--- config.mk ---
export PLATFORM = sky130hd
export DESIGN_NAME = i2c_irq_vec
export DESIGN_NICKNAME = d
export VERILOG_FILES = /design/src/rtl/i2c_irq_pkg.sv /design/src/rtl/i2c_irq_flags.sv /design/src/rtl/i2c_irq_prio.sv /design/src/rtl/i2c_irq_regif.sv /design/src/rtl/i2c_irq_vec.sv
export SDC_FILE = /design/constraint.sdc
export NUM_CORES = 1
export LEC_CHECK = 0
export ABC_AREA = 1
export BUFFER_PORTS_ARGS = -buffer_cell sky130_fd_sc_hd__buf_2
export CELL_PAD_IN_SITES_DETAIL_PLACEMENT = 1
export CELL_PAD_IN_SITES_GLOBAL_PLACEMENT = 2
export CORE_MARGIN = 2
export CORE_UTILIZATION = 22
export DETAILED_ROUTE_END_ITERATION = 8
export GPL_TIMING_DRIVEN = 0
export HOLD_SLACK_MARGIN = 0.05
export MAX_ROUTING_LAYER = met4
export PLACE_DENSITY_LB_ADDON = 0.1
export RECOVER_POWER = 100
export SLEW_MARGIN = 20
export SYNTH_ARGS = -nofsm -noshare
export SYNTH_HDL_FRONTEND = slang
export SYNTH_SLANG_ARGS = --single-unit
--- constraint.sdc ---
create_clock -name clk -period 1.75 [get_ports clk]
set_input_delay 0.35 -clock clk [delete_from_list [all_inputs] [get_ports clk]]
set_output_delay 0.35 -clock clk [all_outputs]
set_load 0.02 [all_outputs]
--- src/rtl/i2c_irq_pkg.sv ---
package i2c_irq_pkg;
    localparam int NUM_EV = 7;

    // event indices: status bit position == enable bit position == code - 1
    localparam int EV_ARB  = 0;
    localparam int EV_NACK = 1;
    localparam int EV_ACC  = 2;
    localparam int EV_RX   = 3;
    localparam int EV_TX   = 4;
    localparam int EV_STOP = 5;
    localparam int EV_HIT  = 6;

    typedef enum logic [1:0] {
        RA_STATUS = 2'd0,
        RA_ENABLE = 2'd1,
        RA_VECTOR = 2'd2,
        RA_SPARE  = 2'd3
    } reg_addr_e;

    // flags held in flops (others are live levels)
    localparam logic [NUM_EV-1:0] STICKY_SET = 7'b1100111;
    // flags that software may clear by writing ones
    localparam logic [NUM_EV-1:0] W1C_SET    = 7'b0100100;
endpackage

--- src/rtl/i2c_irq_flags.sv ---
module i2c_irq_flags #(
    parameter int NUM_EV = 7,
    parameter logic [NUM_EV-1:0] STICKY = '1,
    parameter logic [NUM_EV-1:0] W1C    = '0
) (
    input  logic              clk,
    input  logic              rst_n,
    input  logic [NUM_EV-1:0] ev_in,
    input  logic [NUM_EV-1:0] w1c_req,
    input  logic [NUM_EV-1:0] rd_clr,
    output logic [NUM_EV-1:0] flag_view
);
    logic [NUM_EV-1:0] clr_any;
    assign clr_any = (w1c_req & W1C) | rd_clr;

    for (genvar i = 0; i < NUM_EV; i++) begin : g_flag
        if (STICKY[i]) begin : g_sticky
            logic q;
            always_ff @(posedge clk or negedge rst_n) begin
                if (!rst_n)         q <= 1'b0;
                else if (ev_in[i])  q <= 1'b1;   // set beats clear
                else if (clr_any[i]) q <= 1'b0;
            end
            assign flag_view[i] = q;
        end else begin : g_level
            assign flag_view[i] = ev_in[i];
        end
    end
endmodule

--- src/rtl/i2c_irq_prio.sv ---
module i2c_irq_prio #(
    parameter int NUM_EV = 7,
    localparam int CODE_W = $clog2(NUM_EV + 1)
) (
    input  logic [NUM_EV-1:0] pend,
    output logic [CODE_W-1:0] code,
    output logic [NUM_EV-1:0] grant
);
    always_comb begin
        code  = '0;
        grant = '0;
        // walk downward so the lowest index is the last, winning, assignment
        for (int i = NUM_EV - 1; i >= 0; i--) begin
            if (pend[i]) begin
                code     = CODE_W'(i + 1);
                grant    = '0;
                grant[i] = 1'b1;
            end
        end
    end
endmodule

--- src/rtl/i2c_irq_regif.sv ---
module i2c_irq_regif
    import i2c_irq_pkg::*;
#(
    parameter int NUM_EV  = 7,
    parameter int DATA_W  = 16,
    parameter int RSF_BIT = 11,
    parameter int BB_BIT  = 12,
    localparam int CODE_W = $clog2(NUM_EV + 1)
) (
    input  logic              clk,
    input  logic              rst_n,
    input  logic              bus_wr,
    input  logic              bus_rd,
    input  logic [1:0]        bus_addr,
    input  logic [DATA_W-1:0] bus_wdata,
    input  logic [NUM_EV-1:0] flag_view,
    input  logic              rsf,
    input  logic              busy,
    input  logic [CODE_W-1:0] code,
    input  logic [NUM_EV-1:0] grant,
    output logic [NUM_EV-1:0] mask_q,
    output logic [NUM_EV-1:0] w1c_req,
    output logic [NUM_EV-1:0] rd_clr,
    output logic [DATA_W-1:0] bus_rdata
);
    reg_addr_e addr;
    assign addr = reg_addr_e'(bus_addr);

    always_ff @(posedge clk or negedge rst_n) begin
        if (!rst_n)
            mask_q <= '0;
        else if (bus_wr && addr == RA_ENABLE)
            mask_q <= bus_wdata[NUM_EV-1:0];
    end

    assign w1c_req = (bus_wr && addr == RA_STATUS) ? bus_wdata[NUM_EV-1:0] : '0;
    assign rd_clr  = (bus_rd && addr == RA_VECTOR) ? grant : '0;

    always_comb begin
        bus_rdata = '0;
        unique case (addr)
            RA_STATUS: begin
                bus_rdata[NUM_EV-1:0] = flag_view;
                bus_rdata[RSF_BIT]    = rsf;
                bus_rdata[BB_BIT]     = busy;
            end
            RA_ENABLE: bus_rdata[NUM_EV-1:0] = mask_q;
            RA_VECTOR: bus_rdata[CODE_W-1:0] = code;
            RA_SPARE:  bus_rdata = '0;
        endcase
    end
endmodule

--- src/rtl/i2c_irq_vec.sv ---
module i2c_irq_vec
    import i2c_irq_pkg::*;
#(
    parameter int DATA_W  = 16,
    parameter int RSF_BIT = 11,
    parameter int BB_BIT  = 12,
    localparam int CODE_W = $clog2(NUM_EV + 1)
) (
    input  logic              clk,
    input  logic              rst_n,
    input  logic              ev_arb_lost,
    input  logic              ev_nack,
    input  logic              ev_acc_rdy,
    input  logic              ev_stop_det,
    input  logic              ev_slave_hit,
    input  logic              rx_avail,
    input  logic              tx_space,
    input  logic              rx_shift_full,
    input  logic              bus_busy,
    input  logic              bus_wr,
    input  logic              bus_rd,
    input  logic [1:0]        bus_addr,
    input  logic [DATA_W-1:0] bus_wdata,
    output logic [DATA_W-1:0] bus_rdata,
    output logic [CODE_W-1:0] irq_code,
    output logic              irq_line
);
    logic [NUM_EV-1:0] ev_vec, flag_view, mask_q, w1c_req, rd_clr, grant;
    logic [CODE_W-1:0] code;

    always_comb begin
        ev_vec          = '0;
        ev_vec[EV_ARB]  = ev_arb_lost;
        ev_vec[EV_NACK] = ev_nack;
        ev_vec[EV_ACC]  = ev_acc_rdy;
        ev_vec[EV_RX]   = rx_avail;
        ev_vec[EV_TX]   = tx_space;
        ev_vec[EV_STOP] = ev_stop_det;
        ev_vec[EV_HIT]  = ev_slave_hit;
    end

    i2c_irq_flags #(.NUM_EV(NUM_EV), .STICKY(STICKY_SET), .W1C(W1C_SET)) u_flags (
        .clk(clk), .rst_n(rst_n), .ev_in(ev_vec), .w1c_req(w1c_req),
        .rd_clr(rd_clr), .flag_view(flag_view)
    );

    i2c_irq_prio #(.NUM_EV(NUM_EV)) u_prio (
        .pend(flag_view & mask_q), .code(code), .grant(grant)
    );

    i2c_irq_regif #(.NUM_EV(NUM_EV), .DATA_W(DATA_W), .RSF_BIT(RSF_BIT), .BB_BIT(BB_BIT)) u_regif (
        .clk(clk), .rst_n(rst_n), .bus_wr(bus_wr), .bus_rd(bus_rd),
        .bus_addr(bus_addr), .bus_wdata(bus_wdata), .flag_view(flag_view),
        .rsf(rx_shift_full), .busy(bus_busy), .code(code), .grant(grant),
        .mask_q(mask_q), .w1c_req(w1c_req), .rd_clr(rd_clr), .bus_rdata(bus_rdata)
    );

    assign irq_code = code;
    assign irq_line = |code;
endmodule

* Yosys cells after proc, flatten, opt, wreduce, memory -nomap -nowiden
Index checks and enable logic that the tools add are counted.
Widths: inputs -> output; s select.
** Storage, ports and cells
- Bits of input ports :: 31
- Output and inout port bits :: 20
- Register bits :: 12
- Word-level logic and storage cells :: 50
** Cells by class
- Eq/ne operators :: 3
- Reduce and logical (&&, ||, !) cells :: 10
- Multiplexer cells :: 29
- Bitwise logic cells :: 2
** Operators by type and width (number)
- $mux 7 :: 8
- $mux 3 :: 7
- $pmux 3 s4 :: 1
- $mux 1 :: 10
- $reduce_bool 2->1 :: 5
- $pmux 4 s2 :: 1
- $and 7x7->7 :: 1
- $or 6x7->7 :: 1
- $mux 6 :: 1
- $eq 2x2->1 const B :: 2
- $logic_and 1x1->1 :: 3
- $reduce_or 3->1 :: 1
- $eq 2x1->1 const B :: 1
- $logic_not 2->1 :: 1
- $mux 2 :: 1

* Depth between registers and ports, before layout
Gate-level depths: netlist of the first run.
- Word-level depth :: 12
- Gate-level depth with buffers :: 8
- Gate-level depth less buffers :: 8

* Hierarchy
Synthesis of the first run repeated with hierarchy kept, for this count alone.
** Unflattened totals
- Cell total of the unflattened synthesis :: 177
- Area, all modules :: 1088.5 µm²
** Modules (own cells, without submodules)
- i2c_irq_regif :: times used 1, area an instance 626.9 µm², cells each 103, sequential area each 175.2 µm²
- i2c_irq_flags :: times used 1, area an instance 241.5 µm², cells each 26, sequential area each 125.1 µm²
- i2c_irq_prio :: times used 1, area an instance 156.4 µm², cells each 31, sequential area each 0.0 µm²
- i2c_irq_vec :: times used 1, area an instance 63.8 µm², cells each 17, sequential area each 0.0 µm²

* Worst setup path before layout of the first run
No wires, ideal clock.
- Path type :: register -> output
- From :: reg u_regif.mask_q[1]
- To :: out bus_rdata[2]
- Stages on the path, launching flop included :: 6
- Arrival time :: 1.253 ns
- Slack :: 0.147 ns
- Path buffers :: 0
- Required time :: 1.400 ns
- Cells stage by stage :: dfrtp_1 > nand2_1 > nand3_1 > nor2_1 > nand2_1 > nand3_1
** Between the ends
- Cells in the longest elaborated chain, start to end :: 4
** RTL lines
- start, declared :: line i2c_irq_regif.sv:21 : output logic [NUM_EV-1:0] mask_q,
- start signal, assigned :: line i2c_irq_regif.sv:33 : mask_q <= bus_wdata[NUM_EV-1:0];
- $and 7x7->7 :: line i2c_irq_vec.sv:48 : .pend(flag_view & mask_q), .code(code), .grant(grant)
- $mux 3 (2 in a row) :: line i2c_irq_prio.sv:14 : if (pend[i]) begin
- via irq_code[2] :: line i2c_irq_vec.sv:25 : output logic [CODE_W-1:0] irq_code,
- $pmux 3 s4 :: line i2c_irq_regif.sv:41 : unique case (addr)
- end, declared :: line i2c_irq_vec.sv:24 : output logic [DATA_W-1:0] bus_rdata,
The timed path passes the listed nets, and every way through them passes these cells.

* Worst setup path after layout of the first run
- From :: reg u_flags.g_flag[6].g_sticky.q
- To :: out bus_rdata[0]
** Between the ends
- Cells in the longest elaborated chain, start to end :: 9
** RTL lines
- start, declared :: line i2c_irq_flags.sv:18 : logic q;
- start signal, assigned :: line i2c_irq_flags.sv:20 : if (!rst_n) q <= 1'b0;
- start signal, assigned :: line i2c_irq_flags.sv:21 : else if (ev_in[i]) q <= 1'b1;
- start signal, assigned :: line i2c_irq_flags.sv:22 : else if (clr_any[i]) q <= 1'b0;
- $and 7x7->7 :: line i2c_irq_vec.sv:48
- $mux 3 (7 in a row) :: line i2c_irq_prio.sv:14
- $pmux 3 s4 :: line i2c_irq_regif.sv:41
Every way passes these cells.

==> results.cfg, run 1 <==
[flow_run]
cap_violations = 0

[synth]
yosys.area.top_type_share_pct = 34.9
synthTopCellsByArea = dfrtp_1 35%, nand2_1 20%, nand3_1 7.6%
synth_top_family_by_area = simple AND/OR/NAND/NOR gates
synth_area_per_cell_sq_um = 6.72
synth_compound_area_share_pct = 9.32
ys_seq_elements = 12
yosysUniqueCellTypes = 19
synthMuxAreaShare_pct = 0
synth_edf_count = 0
dominantRegCellSynth = dfrtp_1
netlist_area_sq_um = 860
yosys_warnings = 0
synthSimpleGateAreaFrac_pct = 38.0
synthAdderAreaFrac_pct = 0
synthesis.instances = 128
yosysTopAreaCell = dfrtp_1
yosysSeqAreaShare_pct = 34.9
synthArstFlopShare_pct = 100
synth_xor_area_share_pct = 0

[grt]
grt_pass1_vias = 884
grt.overflow.total = 0
grtUsageTotal_pct = 12.7
grt_pass1_wl_um = 4060
grt_max_degree = 13
grt_antenna_before_repair = 0

[floorplan]
fp.dieH_um = 66.5
die_area_sq_um = 4420
ios = 51
rows = 22
die_x_um = 66.5
initial_core_util_pct = 23.1
coreArea_sq_um = 3720

[finish]
final_common_cell = nand2_1
fill_cells = 490
num_antenna_cells = 0
fin_nets = 209
fin_cells = 224
drive_above_1_share_pct = 36.4
final_cell_mix = 39 x nand2_1, 22 x buf_2, 17 x inv_1
syn2layout_area_growth_pct = 43.4
fin_area_sq_um = 1230

[sta]
rsz0062_at_grt = true
maxSlewViolCount = 0
slew_headroom_pct = 56.3
fin_ws_ns = 0.0723
hold_ws_ns = 0.295
post-route-period-util_pct = 95.9
max_freq_ghz = 0.596
period_minus_slack_ns = 1.68
finalSetupTns_ns = 0
fin_skew_ns = 0.00532
hold_violations = 0
tightestPinTransition_ns = 0.656
final-setup-viol-count = 0

[critical_path]
path_buf_inv = 2
crit_cells = 9
rr_worst_depth = 6
worst_path_most_repeated_cell = nand2_1
cp.arrival_ns = 1.33
end_kind = primary output
critical_path_class = flip-flop to primary output
critPathLaunch = u_flags.g_flag[6].g_sticky.q$_DFFE_PN0P_
slowest_delay_ns = 0.39
cp_slowest_cell = dfrtp_1
r2r-start = u_regif.mask_q[1]$_DFFE_PN0P_
cp-start-kind = flip-flop
cp_max_fo = 3
crit_required_ns = 1.40
path_cells = nand2_2 -> inv_1 -> nand2_1 -> nand2_1 -> nand2_1 -> nand2_2 -> nand2_1 -> nand2_1 -> buf_2
cpLargestDelayFamily = simple AND/OR/NAND/NOR gates

[place]
hpwl_um = 2040
placed_cells = 215
gp_congestion = 0.740
pre_cts_ws_ns = 0.126
port_buffers = 33
placed_area_sq_um = 1110

[routing]
wl_per_cell_um = 11.7
wirelength_um = 2620
via_count = 932
dr.pass1.iters = 4
drt_iter0_drc = 12
drc = 0
viasPerCell = 4.16
ant_nets = 0

[clocking]
cts_buffer_depth = 2
htreeDepth = 1
clkTransAtPathRegs_ns = 0.05
root_buffer = clkbuf_8
cts_tree = yes
clk_latency_ns = 0.24
clkSinkCount = 12
cts_buffers = 3

[hold_path]
hold_path_depth = 3
hp-start = ev_stop_det
hp-class = input pin to flip-flop

[pwr]
p_leak_nw = 0.725
ir_drop_uv = 331
power_density_nw_per_um2 = 787

[run_status]
status = finished, final reports clean
==> Yosys cell counts, types with 2 or more instances <==
cell type	instances
o21bai_1	2
a22o_1	4
inv_1	17
nand2_2	2
a21oi_1	3
nor2_4	2
dfrtp_1	12
o21ai_0	2
nand2_1	46
nand3_1	13
nor2_1	10
buf_4	8
==> final cells by class <==
cell class / instances / area, sq um / share of cell area, %
multi-input combinational: 94 / 462 / 37.5
tap: 48 / 60.1 / 4.87
clock buffer: 3 / 41.3 / 3.35
inverter: 19 / 73.8 / 5.99
timing repair buffer: 39 / 220 / 17.9
buffer: 9 / 75.1 / 6.09
sequential: 12 / 300 / 24.4
==> kinds of logic (layout without fill, tap and decap cells) <==
| logic type | count (synthesis) | in the layout |
|---|---|---|
| flip-flops | 12 | 12 |
| AO/OA/AOI/OAI | 12 | 12 |
| buffers and inverters | 28 | 70 |
| other | 1 | 7 |
| AND/OR/NAND/NOR | 75 | 75 |
==> final timing paths <==
kind                                                            end  slack, ns
hold reg to reg                       u_regif.mask_q[5]$_DFFE_PN0P_       0.52
hold / removal             u_flags.g_flag[5].g_sticky.q$_DFFE_PN0P_       0.30
max in group asynchronous             u_regif.mask_q[0]$_DFFE_PN0P_       0.64
setup reg to reg           u_flags.g_flag[6].g_sticky.q$_DFFE_PN0P_       0.66
min in group asynchronous  u_flags.g_flag[6].g_sticky.q$_DFFE_PN0P_       0.68
setup / recovery                                       bus_rdata[0]       0.07
==> state kept, by name, summed over array words and instances (netlist names) <==
| name | cells |
|---|---|
| u_flags.g_flag.g_sticky.q | 5 |
| u_regif.mask_q | 7 |
==> tightest hold or removal path, stage by stage <==
cell and delay [ns]:
buf_2 0.07, inv_1 0.03, nand2_1 0.05
==> per-stage QoR <==
step | total power, mW | utilization, %
after floorplan | 0.556 | -
final | 0.970 | 33.2
after CTS | 0.931 | 31.4
after global placement | 0.663 | 29.8
after global routing | 1.04 | 33.2
after detailed placement | 0.670 | 29.8
==> power breakdown <==
group | switching (mW) | total (mW) | leakage [nW] | internal (mW)
Combinational | 0.232 | 0.384 | 0.572 | 0.152
Sequential | 0.0319 | 0.340 | 0.131 | 0.308
Clock | 0.0958 | 0.247 | 0.0216 | 0.151
==> routing by layer <==
layer / wire length (um) / vias to the layer above / global-route usage, %
met5: 0 / - / -
met1: 1240 / 432 / 16.7
met2: 1260 / 21 / 19.6
met4: 13 / 0 / 4.59
li1: - / 477 / -
met3: 100 / 2 / 2.03
==> repair_timing <==
action	4_1_cts	5_1_grt
resized for setup	3	16
endpoints found under the hold margin	12	0
gates cloned	0	0
endpoints found under the setup margin	2	3
hold buffers	1	0
buffers inserted	0	5
pin swaps	0	7
Note: power is estimated with default switching activity, not from simulation.
==> inputs of run 2 (changes only) <==
- CORE_UTILIZATION: 22 -> 23
- CTS_BUF_LIST: default -> sky130_fd_sc_hd__clkbuf_4
- CTS_CLUSTER_DIAMETER: default -> 30
- HOLD_SLACK_MARGIN: 0.05 -> default
==> results.cfg, run 2 (same netlist as run 1, synthesis figures left out) <==
[sta]
hold_violations = 0
rsz0062_at_grt = true
post-route-period-util_pct = 97.5
hold_ws_ns = 0.251
maxSlewViolCount = 0
tightestPinTransition_ns = 0.664
period_minus_slack_ns = 1.71
max_freq_ghz = 0.586
slew_headroom_pct = 55.7
final-setup-viol-count = 0
fin_ws_ns = 0.0430
fin_skew_ns = 0.00700

[critical_path]
end_kind = primary output
cp-start-kind = flip-flop
crit_required_ns = 1.40
critical_path_class = flip-flop to primary output
cp.arrival_ns = 1.36
r2r_slack_ns = 0.65
cp_max_fo = 3
rr_worst_depth = 5
crit_end = bus_rdata[0]
critPathLaunch = u_flags.g_flag[2].g_sticky.q$_DFFE_PN0P_
r2r-start = u_flags.g_flag[0].g_sticky.q$_DFFE_PN0P_
rr_endpoint = u_flags.g_flag[1].g_sticky.q$_DFFE_PN0P_

[finish]
final_util_pct = 37.1
drive_above_1_share_pct = 47.0
top_regs = u_regif.mask_q: 7 flops, u_flags.g_flag.g_sticky.q: 5 flops
num_antenna_cells = 0
final_cell_mix = 32 x nand2_1, 28 x buf_2, 21 x buf_4
syn2layout_area_growth_pct = 56.9
fin_cells = 233
largest_reg_flops = 7
fin_nets = 217
final_common_cell = nand2_1
largest_register = u_regif.mask_q

[clocking]
clkTransAtPathRegs_ns = 0.08
clk_latency_ns = 0.28
htreeDepth = 1
clkSinkCount = 12
cts_buffer_depth = 2
cts_tree = yes
root_buffer = clkbuf_4
cts_buffers = 3

[floorplan]
die_area_sq_um = 4240
initial_core_util_pct = 23.7
die_x_um = 65.1
coreArea_sq_um = 3630
rows = 22
ios = 51
fp.dieH_um = 65.1

[routing]
drc = 0
wirelength_um = 2520
drt_iter0_drc = 27
wl_per_cell_um = 10.8
dr.pass1.iters = 4
ant_nets = 0
via_count = 950
viasPerCell = 4.08

[grt]
grt_pass1_vias = 906
grt_antenna_before_repair = 0
grtUsageTotal_pct = 12.9
grt.overflow.total = 0
grt_max_degree = 13
grt_pass1_wl_um = 4070

[place]
port_buffers = 33
gp_congestion = 0.712
placed_cells = 215
hpwl_um = 1960
pre_cts_ws_ns = 0.152

[flow_run]
cap_violations = 0

[pwr]
p_leak_nw = 0.771
ir_drop_uv = 281
power_density_nw_per_um2 = 727
power_mw = 0.980

[run_status]
status = finished, final reports clean

[hold_path]
hp-class = input pin to flip-flop
[run 2: changes by cell type in the layout (fill, tap and decap cells not counted), moves of 3 or more]
| cell | before | now |
|---|---|---|
| buf_2 | 22 | 28 |
| buf_4 | 13 | 21 |
| clkbuf_1 | 4 | 1 |
| clkbuf_2 | 5 | 0 |
| clkbuf_4 | 0 | 3 |
| clkbuf_8 | 3 | 0 |
| nand2_1 | 39 | 32 |
| nand2_2 | 9 | 15 |
| nor2_4 | 1 | 4 |
[run 2: timing repair]
action                                 4_1_cts  5_1_grt
setup endpoints to repair                    4        4
gates cloned                                 0        0
resized for setup                            6       32
setup buffers                                2       11
hold buffers                                 1        0
pin swaps                                    1       13
endpoints found under the hold margin       12        0
[run 2: per-stage QoR]
step | area [sq um] | setup TNS (ns)
floorplan | 882 | 0
global placement | 1110 | 0
detailed placement | 1110 | 0
CTS | 1170 | 0
global route | 1350 | -0.170
finish | 1350 | 0
[run 2: how the worst min path moves through the flow]
stage / start / endpoint / slack (ns) / depth (start not counted)
global route: ev_stop_det / u_flags.g_flag[5].g_sticky.q$_DFFE_PN0P_ / 0.25 / 3
global placement: rst_n / u_flags.g_flag[6].g_sticky.q$_DFFE_PN0P_ / 0.25 / 1
CTS: ev_slave_hit / u_flags.g_flag[6].g_sticky.q$_DFFE_PN0P_ / 0.26 / 3
floorplan: rst_n / u_flags.g_flag[0].g_sticky.q$_DFFE_PN0P_ / 0.05 / 0
detailed placement: rst_n / u_flags.g_flag[6].g_sticky.q$_DFFE_PN0P_ / 0.25 / 1
finish: ev_arb_lost / u_flags.g_flag[0].g_sticky.q$_DFFE_PN0P_ / 0.25 / 3
[run 2: area by class of cell]
class	count	area, sq um
plain buffers	9	75.1
clock buffers	3	22.5
flip-flops and latches	12	300
fillers	489	2280
inverters	19	73.8
multi-input cells	94	517
clock inverters	1	3.75
repair buffers	47	297
well taps	48	60.1
[run 2: power by group]
group          internal, mW  switching (mW)  total, mW
combinational         0.202           0.263      0.465
sequential            0.307          0.0260      0.333
clock                0.0828          0.0996      0.182
[run 2: worst max-delay path: stages, from the launching register on]
cell and delay (ns):
dfrtp_1 0.41, nand2_2 0.12, inv_1 0.08, a21oi_2 0.14, nand2_2 0.09, nand2_2 0.07, nand2_2 0.05, buf_6 0.12
[run 2: layer usage]
layer | vias to the layer above | GRT usage [%] | wire (um)
met5 | - | - | 0
met4 | 0 | 4.69 | 46
met3 | 5 | 2.05 | 107
met2 | 24 | 19.5 | 1150
met1 | 425 | 17.5 | 1220
li1 | 496 | - | -
==> inputs of run 3 (changes only) <==
- BUFFER_PORTS_ARGS: -buffer_cell sky130_fd_sc_hd__buf_2 -> default
- CORE_UTILIZATION: 23 -> 34
- DONT_BUFFER_PORTS: default -> 1
==> results.cfg, run 3 (same netlist as run 1, synthesis figures left out) <==
[run_status]
status = finished, final reports clean

[routing]
via_count = 793
ant_nets = 0
wl_per_cell_um = 12.8
drt_iter0_drc = 8
viasPerCell = 4.64
wirelength_um = 2190
drc = 0
dr.pass1.iters = 4

[finish]
fin_nets = 173
largest_reg_flops = 7
largest_register = u_regif.mask_q
fin_area_sq_um = 1040
final_cell_mix = 37 x nand2_1, 17 x inv_1, 11 x nand3_1, 11 x dfrtp_1
final_common_cell = nand2_1
num_antenna_cells = 0
syn2layout_area_growth_pct = 20.5
top_regs = u_regif.mask_q: 7 flops, u_flags.g_flag.g_sticky.q: 5 flops
drive_above_1_share_pct = 26.2

[pwr]
pwr-share-clk_pct = 21.4
intPower_mw = 0.497
combPwrFrac_pct = 38.7
p_sw_mw = 0.352
seqPwrFrac_pct = 39.9
ir_drop_uv = 462
power_mw = 0.849
power_density_nw_per_um2 = 819
p_leak_nw = 0.570
p_sw_share_pct = 41.5

[flow_run]
cap_violations = 0

[grt]
grt_antenna_before_repair = 0
grt_pass1_wl_um = 3540
grt.overflow.total = 0
grt_max_degree = 13
grtUsageTotal_pct = 17.3
grt_pass1_vias = 807

[critical_path]
worst_path_most_repeated_cell = nand2_1
rr_worst_depth = 6
end_kind = primary output
cp_slowest_cell = dfrtp_2
slowest_delay_ns = 0.44
rr_endpoint = u_flags.g_flag[5].g_sticky.q$_DFFE_PN0P_
cp_max_fo = 6
cp-start-kind = flip-flop
path_cells = nand2_4 -> nand2_1 -> inv_1 -> nand2_1 -> nand2_4 -> nand2_1 -> nand2_2
critical_path_class = flip-flop to primary output
crit_required_ns = 1.40
r2r_slack_ns = 0.69
r2r-start = u_regif.mask_q[1]$_DFFE_PN0P_
cp.arrival_ns = 1.35

[floorplan]
die_area_sq_um = 2950
ios = 51
coreArea_sq_um = 2430
die_x_um = 54.3
initial_core_util_pct = 35.3
rows = 18
fp.dieH_um = 54.3

[hold_path]
holdPathEnd = u_flags.g_flag[6].g_sticky.q$_DFFE_PN0P_
hold_path_depth = 2
hp-start = ev_slave_hit
hp-class = input pin to flip-flop

[sta]
hold_violations = 0
max_freq_ghz = 0.589
final-setup-viol-count = 0
post-route-period-util_pct = 96.9
tightestPinTransition_ns = 0.584
slew_headroom_pct = 61.0
maxSlewViolCount = 0
period_minus_slack_ns = 1.70
fin_skew_ns = 0.00803
rsz0062_at_grt = true

[place]
hpwl_um = 1790
placed_area_sq_um = 920
port_buffers = 0
gp_congestion = 0.720

[clocking]
clk_latency_ns = 0.28
cts_tree = yes
cts_buffers = 3
clkSinkCount = 12
root_buffer = clkbuf_4
clkTransAtPathRegs_ns = 0.08
cts_buffer_depth = 2
htreeDepth = 1
[run 3: worst max path at each step]
stage                     slack, ns           end                                startpoint  cells after the start
after detailed placement      -0.04  bus_rdata[2]             u_regif.mask_q[1]$_DFFE_PN0P_                      5
final                          0.05  bus_rdata[0]             u_regif.mask_q[1]$_DFFE_PN0P_                      7
after global placement        -0.06  bus_rdata[2]             u_regif.mask_q[1]$_DFFE_PN0P_                      5
after floorplan                0.15  bus_rdata[2]             u_regif.mask_q[1]$_DFFE_PN0P_                      5
after global routing          -0.03  bus_rdata[0]             u_regif.mask_q[6]$_DFFE_PN0P_                      8
after CTS                      0.02   irq_code[1]  u_flags.g_flag[5].g_sticky.q$_DFFE_PN0P_                      4
[run 3: power groups by stage]
| stage | clock [mW] | sequential, mW | combinational (mW) |
|---|---|---|---|
| floorplan | 0 | 0.329 | 0.227 |
| global placement | 0 | 0.337 | 0.261 |
| detailed placement | 0 | 0.338 | 0.266 |
| CTS | 0.187 | 0.334 | 0.296 |
| global route | 0.203 | 0.342 | 0.368 |
| finish | 0.182 | 0.338 | 0.329 |
[run 3: area by class of cell]
cell class	instances	area, sq um
Fill cell	335	1400
Multi-Input combinational cell	94	498
Sequential cell	12	302
Buffer	9	75.1
Inverter	19	72.6
Tap cell	30	37.5
Timing Repair Buffer	3	25.0
Clock buffer	3	22.5
Clock inverter	1	3.75
[run 3: through the flow]
step / TNS, ns / hold slack [ns] / util [%] / worst slack, ns / cells
after floorplan: 0 / 0.0544 / - / 0.147 / 134
after global placement: -0.0643 / 0.0546 / 37.8 / -0.0643 / 164
after detailed placement: -0.0415 / 0.0546 / 37.8 / -0.0415 / 164
after CTS: 0 / 0.162 / 40.6 / 0.0154 / 169
after global routing: -0.0767 / 0.166 / 42.6 / -0.0338 / 171
final: 0 / 0.164 / 42.6 / 0.0534 / 171
[run 3: layer usage]
layer	vias to the layer above	track usage (%)	routed length (um)
met5	-	-	0
met4	0	6.25	17
met3	2	2.73	144
met2	24	29.5	1060
met1	360	20.7	972
li1	407	-	-
[run 3: timing repair]
item | CTS | global route
resized for setup | 10 | 14
endpoints found under the hold margin | 12 | 0
setup buffers | 0 | 2
pin swaps | 1 | 5
hold buffers | 1 | 0
setup endpoints to repair | 4 | 5
[run 3: critical path: cells and delay by family (launching register included)]
| family | cells | cell delay [ns] |
|---|---|---|
| flip-flops | 1 | 0.44 |
| buffers and inverters | 1 | 0.05 |
| AND/OR/NAND/NOR | 6 | 0.58 |
